**src/rtl/scanbase_pkg.sv**
```systemverilog
package scanbase_pkg;
  localparam int DW = 8;
  localparam logic [DW-1:0] IDX_HI  = 8'h0C;
  localparam logic [DW-1:0] IDX_LO  = 8'h0D;
  localparam logic [DW-1:0] IDX_EXT = 8'h40;

  typedef enum logic [1:0] {
    SEL_NONE = 2'd0,
    SEL_LO   = 2'd1,
    SEL_HI   = 2'd2,
    SEL_EXT  = 2'd3
  } regsel_e;

  function automatic regsel_e decode_idx(input logic [DW-1:0] idx);
    regsel_e s;
    case (idx)
      IDX_LO:  s = SEL_LO;
      IDX_HI:  s = SEL_HI;
      IDX_EXT: s = SEL_EXT;
      default: s = SEL_NONE;
    endcase
    return s;
  endfunction
endpackage

```
**src/rtl/sb_edge.sv**
```systemverilog
module sb_edge #(
  parameter int W = 2
) (
  input  logic         clk,
  input  logic         rst_n,
  input  logic [W-1:0] lvl,
  output logic [W-1:0] rise
);
  logic [W-1:0] lvl_q;
  logic [W-1:0] lvl_d;

  always_comb begin
    lvl_d = lvl;
    rise  = lvl & ~lvl_q;
  end

  always_ff @(posedge clk or negedge rst_n) begin
    if (!rst_n) lvl_q <= '0;
    else        lvl_q <= lvl_d;
  end
endmodule

```
**src/rtl/sb_port.sv**
```systemverilog
module sb_port
  import scanbase_pkg::*;
(
  input  logic          clk,
  input  logic          rst_n,
  input  logic          bus_addr,
  input  logic          bus_wr,
  input  logic [DW-1:0] bus_wdata,
  output logic [DW-1:0] idx,
  output regsel_e       sel,
  output logic          data_wr
);
  logic [DW-1:0] idx_q;
  logic [DW-1:0] idx_d;
  logic          idx_en;

  always_comb begin
    idx_en  = bus_wr && !bus_addr;
    idx_d   = bus_wdata;
    data_wr = bus_wr && bus_addr;
    sel     = decode_idx(idx_q);
    idx     = idx_q;
  end

  always_ff @(posedge clk or negedge rst_n) begin
    if (!rst_n)      idx_q <= '0;
    else if (idx_en) idx_q <= idx_d;
  end
endmodule

```
**src/rtl/sb_pipe.sv**
```systemverilog
module sb_pipe
  import scanbase_pkg::*;
#(
  parameter int AW = 20
) (
  input  logic          clk,
  input  logic          rst_n,
  input  logic          wr_en,
  input  regsel_e       sel,
  input  logic [DW-1:0] wdata,
  input  logic          vs_rise,
  input  logic          ext_mode,
  output logic [DW-1:0] rd_byte,
  output logic [AW-1:0] base,
  output logic [AW-1:0] pend,
  output logic          arm
);
  localparam int HW  = AW - 2 * DW;
  localparam int RSV = DW - 1 - HW;

  logic [DW-1:0] lo_q, lo_d, hi_q, hi_d;
  logic [HW-1:0] nib_q, nib_d;
  logic          arm_q, arm_d;
  logic [AW-1:0] act_q, act_d;
  logic          commit;
  logic          unused_rsv;

  always_comb begin
    lo_d   = lo_q;
    hi_d   = hi_q;
    nib_d  = nib_q;
    arm_d  = arm_q;
    commit = vs_rise && arm_q && ext_mode;
    pend   = {nib_q, hi_q, lo_q};
    act_d  = act_q;
    if (commit) begin
      act_d = pend;
      arm_d = 1'b0;
    end
    if (wr_en) begin
      case (sel)
        SEL_LO:  lo_d = wdata;
        SEL_HI:  hi_d = wdata;
        SEL_EXT: begin
          nib_d = wdata[HW-1:0];
          arm_d = wdata[DW-1];
        end
        default: ;
      endcase
    end
  end

  always_ff @(posedge clk or negedge rst_n) begin
    if (!rst_n) begin
      lo_q  <= '0;
      hi_q  <= '0;
      nib_q <= '0;
      arm_q <= 1'b0;
      act_q <= '0;
    end else begin
      lo_q  <= lo_d;
      hi_q  <= hi_d;
      nib_q <= nib_d;
      arm_q <= arm_d;
      act_q <= act_d;
    end
  end

  always_comb begin
    unused_rsv = ^wdata[DW-2:HW];
    arm        = arm_q;
    base       = ext_mode ? act_q : {{HW{1'b0}}, hi_q, lo_q};
    case (sel)
      SEL_LO:  rd_byte = lo_q;
      SEL_HI:  rd_byte = hi_q;
      SEL_EXT: rd_byte = {arm_q, {RSV{1'b0}}, nib_q};
      default: rd_byte = '0;
    endcase
  end
endmodule

```
**src/rtl/scanbase_regs.sv**
```systemverilog
module scanbase_regs
  import scanbase_pkg::*;
#(
  parameter int AW = 20
) (
  input  logic          clk,
  input  logic          rst_n,
  input  logic          bus_addr,
  input  logic          bus_wr,
  input  logic [7:0]    bus_wdata,
  output logic [7:0]    bus_rdata,
  input  logic          pipe_sel,
  input  logic          ext_mode,
  input  logic [1:0]    vsync,
  output logic [AW-1:0] base_a,
  output logic [AW-1:0] base_b
);
  localparam int NP = 2;

  logic [DW-1:0]         idx_q;
  regsel_e               sel;
  logic                  data_wr;
  logic [NP-1:0]         vs_rise;
  logic [NP-1:0]         arm_w;
  logic [NP-1:0]         wr_ext_w;
  logic [NP-1:0][DW-1:0] rd_w;
  logic [NP-1:0][AW-1:0] base_w;
  logic [NP-1:0][AW-1:0] pend_w;

  sb_port u_port (
    .clk(clk), .rst_n(rst_n), .bus_addr(bus_addr), .bus_wr(bus_wr),
    .bus_wdata(bus_wdata), .idx(idx_q), .sel(sel), .data_wr(data_wr)
  );

  sb_edge #(.W(NP)) u_edge (
    .clk(clk), .rst_n(rst_n), .lvl(vsync), .rise(vs_rise)
  );

  for (genvar g = 0; g < NP; g++) begin : g_pipe
    logic wr_here;
    assign wr_here     = data_wr && (pipe_sel == g[0]);
    assign wr_ext_w[g] = wr_here && (sel == SEL_EXT);
    sb_pipe #(.AW(AW)) u_pipe (
      .clk(clk), .rst_n(rst_n), .wr_en(wr_here), .sel(sel),
      .wdata(bus_wdata), .vs_rise(vs_rise[g]), .ext_mode(ext_mode),
      .rd_byte(rd_w[g]), .base(base_w[g]), .pend(pend_w[g]), .arm(arm_w[g])
    );
  end

  always_comb begin
    bus_rdata = bus_addr ? rd_w[pipe_sel] : idx_q;
    base_a    = base_w[0];
    base_b    = base_w[1];
  end
endmodule

```
**config.mk**
```make
export PLATFORM = sky130hd
export DESIGN_NAME = scanbase_regs
export DESIGN_NICKNAME = d
export VERILOG_FILES = /design/src/rtl/scanbase_pkg.sv /design/src/rtl/sb_edge.sv /design/src/rtl/sb_port.sv /design/src/rtl/sb_pipe.sv /design/src/rtl/scanbase_regs.sv
export SDC_FILE = /design/constraint.sdc
export NUM_CORES = 1
export LEC_CHECK = 0
export BUFFER_PORTS_ARGS = -buffer_cell sky130_fd_sc_hd__buf_2
export CAP_MARGIN = 20
export CORE_MARGIN = 1.5
export CORE_UTILIZATION = 45
export DETAILED_ROUTE_END_ITERATION = 8
export GPL_TIMING_DRIVEN = 0
export PLACE_DENSITY_LB_ADDON = 0.12
export REMOVE_ABC_BUFFERS = 1
export SLEW_MARGIN = 20
export SYNTH_ARGS = -nofsm -noshare
export SYNTH_HDL_FRONTEND = slang
export SYNTH_SLANG_ARGS = --single-unit
```
**constraint.sdc**
```tcl
create_clock -name clk -period 1.75 [get_ports clk]
set_input_delay 0.35 -clock clk [delete_from_list [all_inputs] [get_ports clk]]
set_output_delay 0.35 -clock clk [all_outputs]
set_load 0.005 [all_outputs]
```
==> out/results.env <==
STATUS='finished, violations left'
FAILED_CHECKS='setup timing'
CRITICALPATHCATEGORY='register to primary output'
WORST_SKEW_PAIR.LATE_LATENCY_PS=370
HOLD_VIOL_FINAL=0
POWER_LEAKAGE_nW=2.85
POWER.TOTAL_mW=4.49
MIN-DELAY-PATH-CLASS='primary input to register'
HEADROOM_TO_THE_MAX_SLEW_LIMIT_PCT=41.9
SYNTH_AREA_UM2=4440
SETUP.WORST_PATH.END_CLASS='primary output'
MIN_DELAY_WORST_ENDPOINT='u_edge.lvl_q[1]'
FINAL_NETS=429
FIRST_GLOBAL_VIAS=2906
HOLDPATHSTAGES=1
YS_TYPES=37
DIODES=0
ANTENNA_FOUND_INITIAL=0
SYNTH_SEQ_AREA_SHARE_PCT=51.9
AREA_ENCLOSED_BY_THE_DIE_BOUNDARY_UM2=10500
GLOBALROUTEOVERFLOWTOTAL=0
DETAILED_ROUTE_WIRE_LENGTH_PER_CELL_UM=18.2
ROUTE.DETAILED.DRC=0
INITIAL_UTILIZATION_PCT=45.8
NUMBER_OF_SETUP_VIOLATIONS_IN_THE_FINAL_REPORT=50
GLOBALPLACE.CONGESTION=0.824
IO_BUFFERS=63
CRIT_PATH_TOP_DELAY_CELL='sky130_fd_sc_hd__dfrtp_2'
CTS_BUFFERS=9
WORST_IR_DROP_VDD_mV=0.423
WORSTMARGINPINSLEW_PS=869
AVGVIACOUNTPERCELL=5.46
CTS_MAX_PATH_BUFFERS=2
R2R_SETUP_SLACK_PS=-350
CRIT_PATH_START_KIND='register'
ANT_NETS=0
PERIOD_MINUS_SLACK_PS=2580
CLOCK_SINKS=92
MAXCAPVIOLCOUNT=0
DRTITER0DRC=110
DRT_WL_TOTAL_UM=10000
SYNTH-WARNING-COUNT=0
FMAX_MHz=387
HOLD_WS_PS=97.9
FLOORPLAN.DIE.HEIGHT_UM=102
SLEW_VIOLATIONS=0
FIN_WORST_SKEW_PS=8.97
TOTALNEGATIVESETUPSLACK_PS=-14670
PERIOD_UTILIZATION_POST_ROUTE_PCT=148
POST-ROUTE-UTIL_PCT=58.3
FIRST_PASS_ITERS=4
CRITPATHMAXFANOUT=8
CLOCK_TREE.HTREE_LEVEL_COUNT=3
SETUP_WS_PS=-832
HPWLAFTERDP_UM=6350
SERIES_OF_CELL_INSTANCES_ALONG_THE_CRITICAL_PATH='and3b_2, buf_12, a22o_1, a221oi_1, a221oi_4, buf_2'
SYNTH_AREA_PER_CELL_UM2=14.0
TIMING.REG2REG.WORST_PATH_DEPTH=6
SYN_TO_FINAL_GROWTH_PCT=27.2
VIA_COUNT=3011
LARGEST_NET_DEGREE_AT_THE_START_OF_GLOBAL_ROUTING=69
HOLD_PATH_STARTPOINT='vsync[1]'
DRIVE_GT1_SHARE_PCT=65.3
GRT_PASS1_WL_UM=15400
SYN_INST=318
TIMING.RR.END='g_pipe[0].u_pipe.hi_q[2]'
CRITPATHMAXSTAGEDELAY_PS=490
FLOORPLAN.IO_PINS=64
REG2REG_FROM='u_port.idx[4]'
LIBRARY_CELL_USED_AS_CLOCK_ROOT_BUFFER='sky130_fd_sc_hd__clkbuf_8'
CORE_AREA_UM2=9680
POWER.DENSITY_nW_PER_UM2=796
ARRIVAL_PS=2230
CTS_TREE='built'
FP-ROW-COUNT=36
GRT_USAGE_PCT=19.7
DIE_X_UM=102
WORST-ENDPOINT-REQUIRED_PS=1400
WORST_SETUP_HOLD_PATH_CLK_SLEW_PS=90
SYNTH.FF_LATCH_COUNT=92
SETUP_REPAIR_AFTER_GLOBAL_ROUTING_MISSED_ITS_MARGIN='yes'
FILLERS=817
where the power goes:
| part | switching, mW | total, mW | leakage, nW | internal [mW] |
|---|---|---|---|---|
| clock network | 0.741 | 1.58 | 0.105 | 0.840 |
| logic | 0.290 | 0.585 | 1.49 | 0.295 |
| registers | 0.109 | 2.33 | 1.25 | 2.22 |
sequential cells by signal, indices dropped and copies added (netlist names):
register	count
g_pipe.u_pipe.hi_q	16
g_pipe.u_pipe.arm	2
u_port.idx	8
g_pipe.u_pipe.nib_q	8
g_pipe.u_pipe.lo_q	16
g_pipe.u_pipe.act_q	40
u_edge.lvl_q	2
worst max-delay path: cells and delay by family, from the launching register on:
| kind | cells | cell delay, ps |
|---|---|---|
| compound gates | 3 | 770 |
| buf+inv | 2 | 300 |
| flops | 1 | 490 |
| simple gates | 1 | 290 |
cell families (layout without fill, tap and decap cells):
group	after synthesis	after routing	synth area share (%)
AOI/OAI and AO/OA	32	32	5.98
muxes	122	122	31.9
buffers and inverters	22	120	2.25
and+or+nand+nor	50	52	7.98
DFF	92	92	51.9
metrics by stage:
step | setup WS [ps] | instances | instance area (µm²)
after floorplan | -337 | 300 | 4350
after global placement | -1320 | 496 | 4840
after detailed placement | -837 | 500 | 4900
after CTS | -765 | 539 | 5500
after global routing | -910 | 551 | 5650
final | -832 | 551 | 5650
cell usage in the layout, fill, tap and decap left out, types with 3 or more instances in the layout:
cell type,n
sky130_fd_sc_hd__a221oi_2,6
sky130_fd_sc_hd__nand2b_1,5
sky130_fd_sc_hd__mux4_2,3
sky130_fd_sc_hd__clkinvlp_4,3
sky130_fd_sc_hd__a22o_1,10
sky130_fd_sc_hd__and2_1,8
sky130_fd_sc_hd__inv_1,4
sky130_fd_sc_hd__dfrtp_1,86
sky130_fd_sc_hd__clkbuf_8,10
sky130_fd_sc_hd__nor2_4,3
sky130_fd_sc_hd__nand2_2,4
sky130_fd_sc_hd__buf_2,61
sky130_fd_sc_hd__buf_4,25
sky130_fd_sc_hd__mux2_4,12
sky130_fd_sc_hd__a221oi_1,7
sky130_fd_sc_hd__nand2_1,11
sky130_fd_sc_hd__dfrtp_2,6
sky130_fd_sc_hd__mux2_2,106
sky130_fd_sc_hd__buf_6,9
worst max path at each step:
stage / from / end / slack, ps / cells after the start
global placement: u_port.idx[2] / bus_rdata[0] / -1320 / 5
CTS: u_port.idx[4] / bus_rdata[0] / -760 / 5
global route: u_port.idx[3] / bus_rdata[1] / -910 / 6
detailed placement: bus_addr / bus_rdata[1] / -840 / 6
floorplan: u_port.idx[2] / bus_rdata[0] / -340 / 4
finish: u_port.idx[3] / bus_rdata[1] / -830 / 6
per-layer routing:
metal | vias up | track usage, % | share of wire, % | wire length [µm]
met5 | - | 0 | 0 | 0
met3 | 15 | 4.72 | 3.9 | 389
met2 | 73 | 30.9 | 48 | 4810
met1 | 1542 | 26.5 | 46 | 4640
li1 | 1381 | - | - | -
met4 | 0 | 7.80 | 1.9 | 187
timing repair:
action | CTS | global route
pin swaps | 14 | 13
setup endpoints to repair | 130 | 76
cloned | 1 | 1
resized for setup | 46 | 15
hold endpoints to repair | 24 | 0
hold buffers | 1 | 0
buffers inserted | 21 | 12
cells in the mapped netlist:
cell / n / share of area [%]
sky130_fd_sc_hd__a211oi_1: 1 / 0.17
sky130_fd_sc_hd__and2_1: 8 / 1.1
sky130_fd_sc_hd__mux2i_1: 1 / 0.23
sky130_fd_sc_hd__buf_2: 2 / 0.23
sky130_fd_sc_hd__buf_6: 1 / 0.25
sky130_fd_sc_hd__nand2_1: 15 / 1.3
sky130_fd_sc_hd__buf_1: 8 / 0.68
sky130_fd_sc_hd__clkbuf_1: 5 / 0.42
sky130_fd_sc_hd__buf_4: 2 / 0.34
sky130_fd_sc_hd__dfrtp_1: 92 / 52
sky130_fd_sc_hd__nand3_1: 1 / 0.11
sky130_fd_sc_hd__nor2_4: 1 / 0.25
sky130_fd_sc_hd__nor4_4: 1 / 0.48
sky130_fd_sc_hd__and4bb_2: 1 / 0.28
sky130_fd_sc_hd__nor4_1: 2 / 0.28
sky130_fd_sc_hd__nand4b_1: 2 / 0.39
sky130_fd_sc_hd__mux4_1: 3 / 1.8
sky130_fd_sc_hd__mux2_2: 118 / 30
sky130_fd_sc_hd__or4_4: 1 / 0.25
sky130_fd_sc_hd__or2b_1: 1 / 0.17
sky130_fd_sc_hd__and3_2: 1 / 0.17
sky130_fd_sc_hd__nor3_1: 1 / 0.11
sky130_fd_sc_hd__or4b_4: 1 / 0.31
sky130_fd_sc_hd__o211ai_1: 1 / 0.17
sky130_fd_sc_hd__nand4_2: 2 / 0.56
sky130_fd_sc_hd__nand2b_1: 5 / 0.70
sky130_fd_sc_hd__a22o_1: 10 / 2.0
sky130_fd_sc_hd__a32o_1: 2 / 0.45
sky130_fd_sc_hd__o21ai_0: 4 / 0.45
sky130_fd_sc_hd__inv_1: 4 / 0.34
sky130_fd_sc_hd__nor3b_4: 1 / 0.42
sky130_fd_sc_hd__nor2b_1: 1 / 0.14
sky130_fd_sc_hd__nor2_2: 1 / 0.14
sky130_fd_sc_hd__nor3b_1: 1 / 0.17
sky130_fd_sc_hd__and3b_1: 2 / 0.39
sky130_fd_sc_hd__a221oi_1: 14 / 2.8
sky130_fd_sc_hd__nand3_2: 1 / 0.23
cell type report:
class                      instances  area, µm²  share of cell area, %
tap                              133        166                   2.95
timing repair buffer             100        687                   12.2
multi-input combinational        206       2240                   39.7
inverter                           4       15.0                  0.266
clock inverter                     6       87.6                   1.55
sequential                        92       2310                   40.9
clock buffer                      10        138                   2.44
(Power assumes the default switching activity.)
